--- config.mk ---
export PLATFORM = sky130hd
export DESIGN_NAME = spi_char_engine
export DESIGN_NICKNAME = d
export VERILOG_FILES = /design/src/rtl/spi_eng_pkg.sv /design/src/rtl/spi_eng_regs.sv /design/src/rtl/spi_eng_pace.sv /design/src/rtl/spi_eng_shift.sv /design/src/rtl/spi_char_engine.sv
export SDC_FILE = /design/constraint.sdc
export NUM_CORES = 1
export LEC_CHECK = 0
export BUFFER_PORTS_ARGS = -buffer_cell sky130_fd_sc_hd__clkbuf_2
export CORE_MARGIN = 3
export CORE_UTILIZATION = 30
export DETAILED_ROUTE_END_ITERATION = 10
export PLACE_DENSITY_LB_ADDON = 0.1
export SLEW_MARGIN = 40
export SYNTH_ARGS = -nofsm -noshare
export SYNTH_HDL_FRONTEND = slang
export SYNTH_SLANG_ARGS = --single-unit
--- constraint.sdc ---
create_clock -name clk -period 2.11 [get_ports clk]
set_input_delay 0.3165 -clock clk [delete_from_list [all_inputs] [get_ports clk]]
set_output_delay 0.3165 -clock clk [all_outputs]
set_load 0.01 [all_outputs]
--- src/rtl/spi_eng_pkg.sv ---
`timescale 1ns/1ps
package spi_eng_pkg;

    localparam logic [3:0]  ROLE_MASTER = 4'hE;
    localparam logic [3:0]  ROLE_SLAVE  = 4'hF;
    localparam logic [1:0]  SRC_PCLK    = 2'd0;
    localparam logic [1:0]  SRC_DIV     = 2'd1;
    localparam logic [1:0]  SRC_EXT     = 2'd3;
    localparam int          DIV_RATIO   = 8;
    // implemented configuration bits: role, source, length, phase, polarity, clock-out, wait
    localparam logic [31:0] MODE_KEEP   = 32'h0015_01FF;

    typedef enum logic [2:0] {
        ADR_MODE  = 3'd0,
        ADR_TXH   = 3'd1,
        ADR_RXH   = 3'd2,
        ADR_STAT  = 3'd3,
        ADR_WPROT = 3'd4
    } adr_e;

    typedef struct packed {
        logic       master;
        logic       slave;
        logic [1:0] src;
        logic       cpha;
        logic       cpol;
        logic       clko;
        logic       wrgate;
    } cfg_t;

    // leading edges are the even-numbered ones; phase 1 moves sampling to the trailing ones
    function automatic logic is_sample_edge(input logic lead, input logic cpha);
        return lead ^ cpha;
    endfunction

endpackage

--- src/rtl/spi_eng_regs.sv ---
`timescale 1ns/1ps
module spi_eng_regs
    import spi_eng_pkg::*;
#(
    parameter int W = 8
) (
    input  logic          clk,
    input  logic          rst,
    input  logic          reg_wr,
    input  logic          reg_rd,
    input  logic [2:0]    reg_addr,
    input  logic [31:0]   reg_wdata,
    output logic [31:0]   reg_rdata,
    input  logic          load_tx,
    input  logic          char_done,
    input  logic [W-1:0]  rx_byte,
    output cfg_t          cfg,
    output logic [31:0]   mode_q,
    output logic [W-1:0]  thr_q,
    output logic [W-1:0]  rhr_q,
    output logic          txrdy,
    output logic          rxrdy,
    output logic          ovr,
    output logic          wp_en
);

    logic wr_mode, wr_tx, wr_stat, wr_wp, rd_rx;

    assign wr_mode = reg_wr && (reg_addr == ADR_MODE) && !wp_en;
    assign wr_tx   = reg_wr && (reg_addr == ADR_TXH);
    assign wr_stat = reg_wr && (reg_addr == ADR_STAT);
    assign wr_wp   = reg_wr && (reg_addr == ADR_WPROT);
    assign rd_rx   = reg_rd && (reg_addr == ADR_RXH);

    always_ff @(posedge clk) begin
        if (rst) begin
            mode_q <= '0;
            wp_en  <= 1'b0;
            thr_q  <= '0;
            rhr_q  <= '0;
            txrdy  <= 1'b1;
            rxrdy  <= 1'b0;
            ovr    <= 1'b0;
        end else begin
            if (wr_mode) mode_q <= reg_wdata & MODE_KEEP;
            if (wr_wp)   wp_en  <= reg_wdata[0];

            if (wr_tx) begin
                thr_q <= reg_wdata[W-1:0];
                txrdy <= 1'b0;
            end else if (load_tx) begin
                txrdy <= 1'b1;
            end

            if (char_done) begin
                if (rxrdy && !rd_rx) begin
                    ovr <= 1'b1;
                end else begin
                    rhr_q <= rx_byte;
                    rxrdy <= 1'b1;
                end
            end else if (rd_rx) begin
                rxrdy <= 1'b0;
            end

            if (wr_stat && reg_wdata[2] && !(char_done && rxrdy && !rd_rx)) ovr <= 1'b0;
        end
    end

    always_comb begin
        cfg.master = (mode_q[3:0] == ROLE_MASTER);
        cfg.slave  = (mode_q[3:0] == ROLE_SLAVE);
        cfg.src    = mode_q[5:4];
        cfg.cpha   = mode_q[8];
        cfg.cpol   = mode_q[16];
        cfg.clko   = mode_q[18];
        cfg.wrgate = mode_q[20];
    end

    always_comb begin
        case (adr_e'(reg_addr))
            ADR_MODE:  reg_rdata = mode_q;
            ADR_RXH:   reg_rdata = 32'(rhr_q);
            ADR_STAT:  reg_rdata = {29'd0, ovr, rxrdy, txrdy};
            ADR_WPROT: reg_rdata = {31'd0, wp_en};
            default:   reg_rdata = '0;
        endcase
    end

endmodule

--- src/rtl/spi_eng_pace.sv ---
`timescale 1ns/1ps
module spi_eng_pace
    import spi_eng_pkg::*;
#(
    parameter int HALF = 2
) (
    input  logic       clk,
    input  logic       rst,
    input  logic [1:0] src,
    input  logic       run,
    input  logic       sck_i,
    input  logic       sel_n_i,
    input  logic       mosi_i,
    output logic       m_edge,
    output logic       s_edge,
    output logic       sel_act,
    output logic       mosi_s
);

    localparam int DVW = $clog2(DIV_RATIO);
    localparam int HW  = (HALF > 1) ? $clog2(HALF) : 1;
    localparam logic [DVW-1:0] DV_LAST = DVW'(DIV_RATIO - 1);
    localparam logic [HW-1:0]  H_LAST  = HW'(HALF - 1);

    logic [2:0]     sk;
    logic [1:0]     sl;
    logic [1:0]     mo;
    logic [DVW-1:0] dv;
    logic [HW-1:0]  hc;
    logic           tick;

    always_ff @(posedge clk) begin
        if (rst) begin
            sk <= '0;
            sl <= 2'b11;
            mo <= '0;
            dv <= '0;
        end else begin
            sk <= {sk[1:0], sck_i};
            sl <= {sl[0], sel_n_i};
            mo <= {mo[0], mosi_i};
            dv <= dv + 1'b1;
        end
    end

    always_comb begin
        case (src)
            SRC_DIV: tick = (dv == DV_LAST);
            SRC_EXT: tick = sk[1] & ~sk[2];
            default: tick = 1'b1;
        endcase
    end

    always_ff @(posedge clk) begin
        if (rst || !run)        hc <= '0;
        else if (tick)          hc <= (hc == H_LAST) ? '0 : hc + 1'b1;
    end

    assign m_edge  = run && tick && (hc == H_LAST);
    assign s_edge  = sk[2] ^ sk[1];
    assign sel_act = ~sl[1];
    assign mosi_s  = mo[1];

endmodule

--- src/rtl/spi_eng_shift.sv ---
`timescale 1ns/1ps
module spi_eng_shift
    import spi_eng_pkg::*;
#(
    parameter int W = 8
) (
    input  logic         clk,
    input  logic         rst,
    input  logic         is_master,
    input  logic         is_slave,
    input  logic         cpha,
    input  logic         tx_avail,
    input  logic         m_edge,
    input  logic         s_edge,
    input  logic         sel_act,
    input  logic         miso_i,
    input  logic         mosi_s,
    input  logic [W-1:0] thr_q,
    output logic         busy,
    output logic         phase,
    output logic         load_tx,
    output logic         char_done,
    output logic [W-1:0] rx_byte,
    output logic         tx_bit
);

    localparam int EDGES = 2 * W;
    localparam int EW    = $clog2(EDGES);
    localparam logic [EW-1:0] E_LAST = EW'(EDGES - 1);

    logic [EW-1:0] ecnt;
    logic [W-1:0]  tx_sh, rx_sh, rx_nx;
    logic          m_start, s_start, ev, smp, din, abort;

    assign m_start   = is_master && !busy && tx_avail;
    assign s_start   = is_slave && !busy && sel_act;
    assign load_tx   = m_start || (s_start && tx_avail);
    assign ev        = busy && (is_master ? m_edge : (s_edge && sel_act));
    assign smp       = is_sample_edge(~ecnt[0], cpha);
    assign din       = is_master ? miso_i : mosi_s;
    assign rx_nx     = {rx_sh[W-2:0], din};
    assign char_done = ev && (ecnt == E_LAST);
    assign rx_byte   = smp ? rx_nx : rx_sh;
    assign abort     = busy && (!(is_master || is_slave) || (is_slave && !sel_act));
    assign tx_bit    = tx_sh[W-1];

    always_ff @(posedge clk) begin
        if (rst) begin
            busy  <= 1'b0;
            ecnt  <= '0;
            phase <= 1'b0;
            tx_sh <= '0;
            rx_sh <= '0;
        end else if (abort || char_done) begin
            busy  <= 1'b0;
            ecnt  <= '0;
            phase <= 1'b0;
        end else if (m_start || s_start) begin
            busy  <= 1'b1;
            ecnt  <= '0;
            phase <= 1'b0;
            if (load_tx) tx_sh <= thr_q;
        end else if (ev) begin
            ecnt  <= ecnt + 1'b1;
            phase <= ~phase;
            if (smp)
                rx_sh <= rx_nx;
            else if (!(cpha && ecnt == '0))
                tx_sh <= {tx_sh[W-2:0], 1'b0};
        end
    end

endmodule

--- src/rtl/spi_char_engine.sv ---
`timescale 1ns/1ps
module spi_char_engine
    import spi_eng_pkg::*;
#(
    parameter int CHAR_W     = 8,
    parameter int HALF_TICKS = 2
) (
    input  logic        clk,
    input  logic        rst,
    input  logic        reg_wr,
    input  logic        reg_rd,
    input  logic [2:0]  reg_addr,
    input  logic [31:0] reg_wdata,
    output logic [31:0] reg_rdata,
    input  logic        sck_i,
    output logic        sck_o,
    output logic        sck_oe,
    output logic        mosi_o,
    input  logic        mosi_i,
    output logic        miso_o,
    input  logic        miso_i,
    output logic        sel_n_o,
    input  logic        sel_n_i
);

    cfg_t              cfg;
    logic [31:0]       mode_q;
    logic [CHAR_W-1:0] thr_q, rhr_q, rx_byte;
    logic              txrdy, rxrdy, ovr, wp_en;
    logic              busy, phase, load_tx, char_done, tx_bit, tx_avail;
    logic              m_edge, s_edge, sel_act, mosi_s;

    assign tx_avail = !txrdy && (!cfg.wrgate || !rxrdy);

    spi_eng_regs #(.W(CHAR_W)) u_regs (
        .clk(clk), .rst(rst), .reg_wr(reg_wr), .reg_rd(reg_rd), .reg_addr(reg_addr),
        .reg_wdata(reg_wdata), .reg_rdata(reg_rdata), .load_tx(load_tx),
        .char_done(char_done), .rx_byte(rx_byte), .cfg(cfg), .mode_q(mode_q),
        .thr_q(thr_q), .rhr_q(rhr_q), .txrdy(txrdy), .rxrdy(rxrdy), .ovr(ovr), .wp_en(wp_en)
    );

    spi_eng_pace #(.HALF(HALF_TICKS)) u_pace (
        .clk(clk), .rst(rst), .src(cfg.src), .run(busy && cfg.master), .sck_i(sck_i),
        .sel_n_i(sel_n_i), .mosi_i(mosi_i), .m_edge(m_edge), .s_edge(s_edge),
        .sel_act(sel_act), .mosi_s(mosi_s)
    );

    spi_eng_shift #(.W(CHAR_W)) u_shift (
        .clk(clk), .rst(rst), .is_master(cfg.master), .is_slave(cfg.slave), .cpha(cfg.cpha),
        .tx_avail(tx_avail), .m_edge(m_edge), .s_edge(s_edge), .sel_act(sel_act),
        .miso_i(miso_i), .mosi_s(mosi_s), .thr_q(thr_q), .busy(busy), .phase(phase),
        .load_tx(load_tx), .char_done(char_done), .rx_byte(rx_byte), .tx_bit(tx_bit)
    );

    assign mosi_o  = tx_bit;
    assign miso_o  = tx_bit;
    assign sel_n_o = !(busy && cfg.master);
    assign sck_o   = cfg.cpol ^ phase;
    assign sck_oe  = cfg.master && cfg.clko && (cfg.src != SRC_EXT);

endmodule

Word-level counts from Yosys, hierarchy flattened
Index checks and enable logic that the tools add are counted.
- input bits: 43
- bits in registers: 65
- eq/ne operators: 15
- bitwise operators: 11
- add/subtract/negate cells: 3
- reduce and logical (&&, ||, !) cells: 57
- multiplexer cells: 16
- operators with widths (operator ; number):
    one-hot mux 21 bit (4 select lines) ; 1
    2-to-1 mux 8 bit ; 6
    logical AND 1 bit ; 28
    == test 4 bit (second input constant) ; 3
    zero test 1 bit ; 9
    2-to-1 mux 1 bit ; 8
    != test 2 bit (second input constant) ; 4
    logical OR 1 bit ; 7
    inverter 1 bit ; 7
    == test 3 x 2 -> 1 bit (second input constant) ; 2
    == test 3 bit (second input constant) ; 2
    AND reduction 2 bit ; 3
    nonzero test 2 bit ; 3
    AND reduction 5 bit ; 1
    adder 4 x 1 -> 4 bit (second input constant) ; 1
    zero test 4 bit ; 1
    OR reduction 2 bit ; 2
    adder 3 x 1 -> 3 bit (second input constant) ; 1
    == test 3 x 1 -> 1 bit (second input constant) ; 1
    zero test 3 bit ; 1
    AND reduction 3 bit ; 1
    OR reduction 3 bit ; 1
    bitwise XOR 1 bit ; 3
    == test 2 x 1 -> 1 bit (second input constant) ; 1
    5 further kinds ; 5

Longest topological paths before layout
- word-level depth: 13
- depth in mapped cells: 9
- gate-level depth less buffers: 7

Hierarchy
From an unflattened synthesis, not the netlist that was laid out.
- cells, all modules: 396
- area, all modules: 3626.0 µm²
- modules (own cells, without submodules) (module ; instances ; area an instance (µm²) ; seq. area each (µm²) ; cells each):
    spi_eng_regs ; 1 ; 2005.7 ; 640.6 ; 239
    spi_eng_shift ; 1 ; 1201.2 ; 440.4 ; 115
    spi_eng_pace ; 1 ; 377.9 ; 220.2 ; 35
    spi_char_engine ; 1 ; 41.3 ; 0.0 ; 7

Worst setup path after synthesis
OpenSTA, ideal clock, no wires.
- path type: register to register
- start: reg u_pace.dv[0]
- end: reg u_shift.tx_sh[1]
- cell stages (with the launch flop): 9
- setup time: 0.121 ns
- path buffers: 1
- arrival: 2.063 ns
- data required time: 1.989 ns
- period minus slack after synthesis: 2.183 ns
- slack: -0.073 ns
- cell sequence: dfxtp_1 > ha_1 > ha_1 > mux2i_1 > a211oi_4 > or2_0 > buf_2 > o2111ai_4 > mux2_2
- longest elaborated chain between the ends: 10
- elaborated cells on any way between the ends: 11
- RTL lines (what ; RTL line ; RTL):
    start: declaration ; spi_eng_pace.sv:28 ; logic [DVW-1:0] dv;
    start signal: assignment ; spi_eng_pace.sv:42 ; dv <= dv + 1'b1;
    == test 3 bit * ; spi_eng_pace.sv:48 ; SRC_DIV: tick = (dv == DV_LAST);
    one-hot mux 1 bit (2 select lines) * ; spi_eng_pace.sv:47 ; case (src)
    logical AND 1 bit * (2 in a row) ; spi_eng_pace.sv:59 ; assign m_edge = run && tick && (hc == H_LAST);
    2-to-1 mux 1 bit * ; spi_eng_shift.sv:38 ; assign ev = busy && (is_master ? m_edge : (s_edge && sel_act));
    logical AND 1 bit * ; spi_eng_shift.sv:38 ;
    logical AND 1 bit ; spi_eng_shift.sv:42 ; assign char_done = ev && (ecnt == E_LAST);
    logical OR 1 bit ; spi_eng_shift.sv:54 ; end else if (abort || char_done) begin
    inverter 1 bit (no source line) ; -- ;
    AND reduction 5 bit (no source line) * ; -- ;
    end signal: assignment ; spi_eng_shift.sv:62 ; if (load_tx) tx_sh <= thr_q;
    end signal: assignment ; spi_eng_shift.sv:69 ; tx_sh <= {tx_sh[W-2:0], 1'b0};
    end: declaration ; spi_eng_shift.sv:32 ; logic [W-1:0] tx_sh, rx_sh, rx_nx;
Every way passes the cells marked *; elsewhere a longest branch is shown, timed or not.
A chain may end at the register's enable or synchronous reset.

Worst setup path in the final report
Ends and elaborated chain as after synthesis.

==> results.json <==
{
  "crit_path_start_kind": "flip-flop",
  "synth.distinct_cells": 48,
  "path_cells": "ha_4 -> ha_4 -> mux2i_4 -> a211oi_4 -> or2_4 -> o2111ai_4 -> buf_12 -> mux2_2",
  "synth_flop_cell": "dfxtp_1",
  "clkPwrFrac": 0.451,
  "powerDensity_mw_per_mm2": 667,
  "grt_antenna_before_repair": 0,
  "die_area_sq_mm": 0.0118,
  "grt_max_degree": 37,
  "hold_violations": 0,
  "seq_area_frac_synth": 0.412,
  "grt_pass1_wl_um": 11900,
  "critPathLaunch": "u_pace.dv[0]",
  "clock_path_buffers": 2,
  "hold_buffers": 0,
  "worst_slack_ns": 0.0722,
  "skew_ns": 0.00899,
  "fp.dieW_um": 109,
  "p_switching_uw": 610,
  "start_util": 0.316,
  "first_pass_iters": 4,
  "worstPathArrival_ns": 2.26,
  "area_delta_synth_final_pct": 22.6,
  "drc": 0,
  "yosysWarnings": 0,
  "wl_per_cell_um": 13.6,
  "final_nets": 451,
  "syn_area_per_cell_sq_um": 9.19,
  "place.gp.congestion": 0.772,
  "leakage_uw": 0.00175,
  "syn_area_sq_mm": 0.00316,
  "fin_crit_ns": 2.04,
  "ys_async_sr_fraction": 0,
  "power_frac_comb": 0.062,
  "hold_slack_ns": 0.156,
  "routed_via_density": 4.46,
  "tritoncts": "built",
  "pwr-share-seq": 0.487,
  "swShare": 0.236,
  "critPathKind": "flip-flop to flip-flop",
  "cts.sinks": 65,
  "synth_seq_cells": 65,
  "die_h_um": 109,
  "stdcell_count": 541,
  "worst_slew_pin_slew_ns": 0.630,
  "rows": 36,
  "numCtsBuffers": 9,
  "wl_um": 7360,
  "intPower_uw": 1980,
  "drt_iter0_drc": 85,
  "num_vias": 2413,
  "cp_slowest_cell": "dfxtp_2",
  "ir_worst_vdd_mv": 0.378,
  "clk_latency_ns": 0.34,
  "period_share": 0.966,
  "endpoint_kind": "flip-flop",
  "synth_cells": 344,
  "ioPinCount": 80,
  "fin_total_pwr_uw": 2590,
  "r2r_start": "u_pace.dv[0]",
  "max_freq_mhz": 491,
  "path_max_fanout": 8,
  "coreArea_sq_mm": 0.0100,
  "htreeDepth": 3,
  "max_slew_margin": 0.577,
  "diodes": 0,
  "critPathMaxStageDelay_ns": 0.34,
  "hp-class": "input pin to flip-flop",
  "setup_viol": 0,
  "drv_slew": 0,
  "dp_worst_setup_slack_ns": -0.0781,
  "crit_buf_inv": 1,
  "final_antenna_net_count": 0,
  "grt_use_total": 0.133,
  "critical-path-top-delay-family": "multiplexers",
  "maxCapViolCount": 0,
  "required_ns": 2.33,
  "port_buffers": 39,
  "min_from": "sel_n_i",
  "clkTransAtPathRegs_ns": 0.08,
  "synth_edf_count": 0,
  "placed_cells": 522,
  "crit_top_cell": "ha_4",
  "grt_pass1_vias": 2323,
  "hpwl_um": 5420,
  "setup_tns_ns": 0,
  "status": "completed",
  "cts-root-buf": "clkbuf_8",
  "layout-drive-gt1-share": 0.255,
  "grt_overflow": 0
}
registers in the layout (all words and copies together) (netlist names), 2 cells and up:
signal,flops
u_pace.mo,2
u_regs.mode_q,12
u_pace.sl,2
u_shift.ecnt,4
u_shift.rx_sh,8
u_pace.dv,3
u_regs.thr_q,8
u_regs.rhr_q,8
u_shift.tx_sh,8
u_pace.sk,3
layout make-up:
cell class	count	area, sq um
clock buffers	9	124
inverters	5	18.8
flip-flops and latches	65	1300
fillers	1066	6120
clock inverters	7	95.1
multi-input cells	255	1730
repair buffers	67	443
well taps	133	166
per-layer routing:
metal	up-vias	global-route usage	routed length [um]
li1	1244	-	-
met1	1097	0.183	3630
met2	65	0.199	3250
met3	7	0.0403	382
met4	0	0.0433	91
met5	-	0	0
final timing paths:
check                     endpoint  slack, ns  depth (start not counted)
hold / removal        u_pace.sl[0]       0.16                          2
setup / recovery  u_shift.tx_sh[1]       0.07                          8
setup reg to reg  u_shift.tx_sh[1]       0.07                          8
hold reg to reg       u_pace.sl[1]       0.43                          1
synth_stat cells, types with 5 or more instances:
master | count | area (sq um)
clkbuf_1 | 11 | 41.3
buf_4 | 21 | 158
mux2i_1 | 48 | 480
inv_1 | 5 | 18.8
nor2b_1 | 16 | 100
and2_1 | 5 | 31.3
mux2_2 | 7 | 78.8
ha_1 | 5 | 62.6
a21oi_1 | 11 | 55.1
nor2_1 | 59 | 221
nand2_1 | 23 | 86.3
a211oi_1 | 8 | 60.1
dfxtp_1 | 65 | 1300
per-stage QoR:
step                      instance area, sq um  utilization
after global routing                      3880        0.388
final                                     3880        0.388
after global placement                    3590        0.359
after CTS                                 3840        0.384
after detailed placement                  3590        0.359
after floorplan                           3240            -
cell families after synthesis:
family | Yosys count | synth area share
xor gates and xnor gates | 7 | 0.0194
DFF | 65 | 0.412
AOI/OAI and AO/OA | 40 | 0.0950
and+or+nand+nor | 128 | 0.197
muxes | 55 | 0.177
buffers and inverters | 43 | 0.0795
adders and majority gates | 5 | 0.0198
other | 1 | 0.00119
power by group through the flow:
| stage | registers (uW) | logic, uW | clock network [uW] |
|---|---|---|---|
| global placement | 1290 | 155 | 0 |
| CTS | 1260 | 157 | 1220 |
| detailed placement | 1290 | 155 | 0 |
| global route | 1260 | 180 | 1280 |
| finish | 1260 | 159 | 1170 |
| floorplan | 1280 | 120 | 0 |
what timing repair did:
action | in CTS | in global routing
pin swaps | 3 | 4
buffers inserted | 2 | 1
setup endpoints to repair | 7 | 8
gates cloned | 0 | 0
gates resized for setup | 5 | 4
layout by cell type (no fill, tap or decap), types with 2 or more instances in the layout:
cell	instances
dfxtp_1	64
nor2_1	59
mux2i_1	47
clkbuf_2	39
buf_4	25
nand2_1	23
conb_1	20
nor2b_1	16
a21oi_1	11
clkbuf_8	9
a211oi_1	8
mux2_2	7
inv_1	5
and2_1	5
nand3_1	4
xor2_1	4
nor3_1	4
or2_2	3
nand2b_1	3
o21ai_1	3
o21ai_0	3
xnor2_1	3
ha_1	3
buf_12	3
a31oi_1	2
and3_1	2
nand3b_1	2
ha_4	2
clkinv_2	2
bufinv_16	2
clkinv_4	2
(Power assumes the default switching activity.)
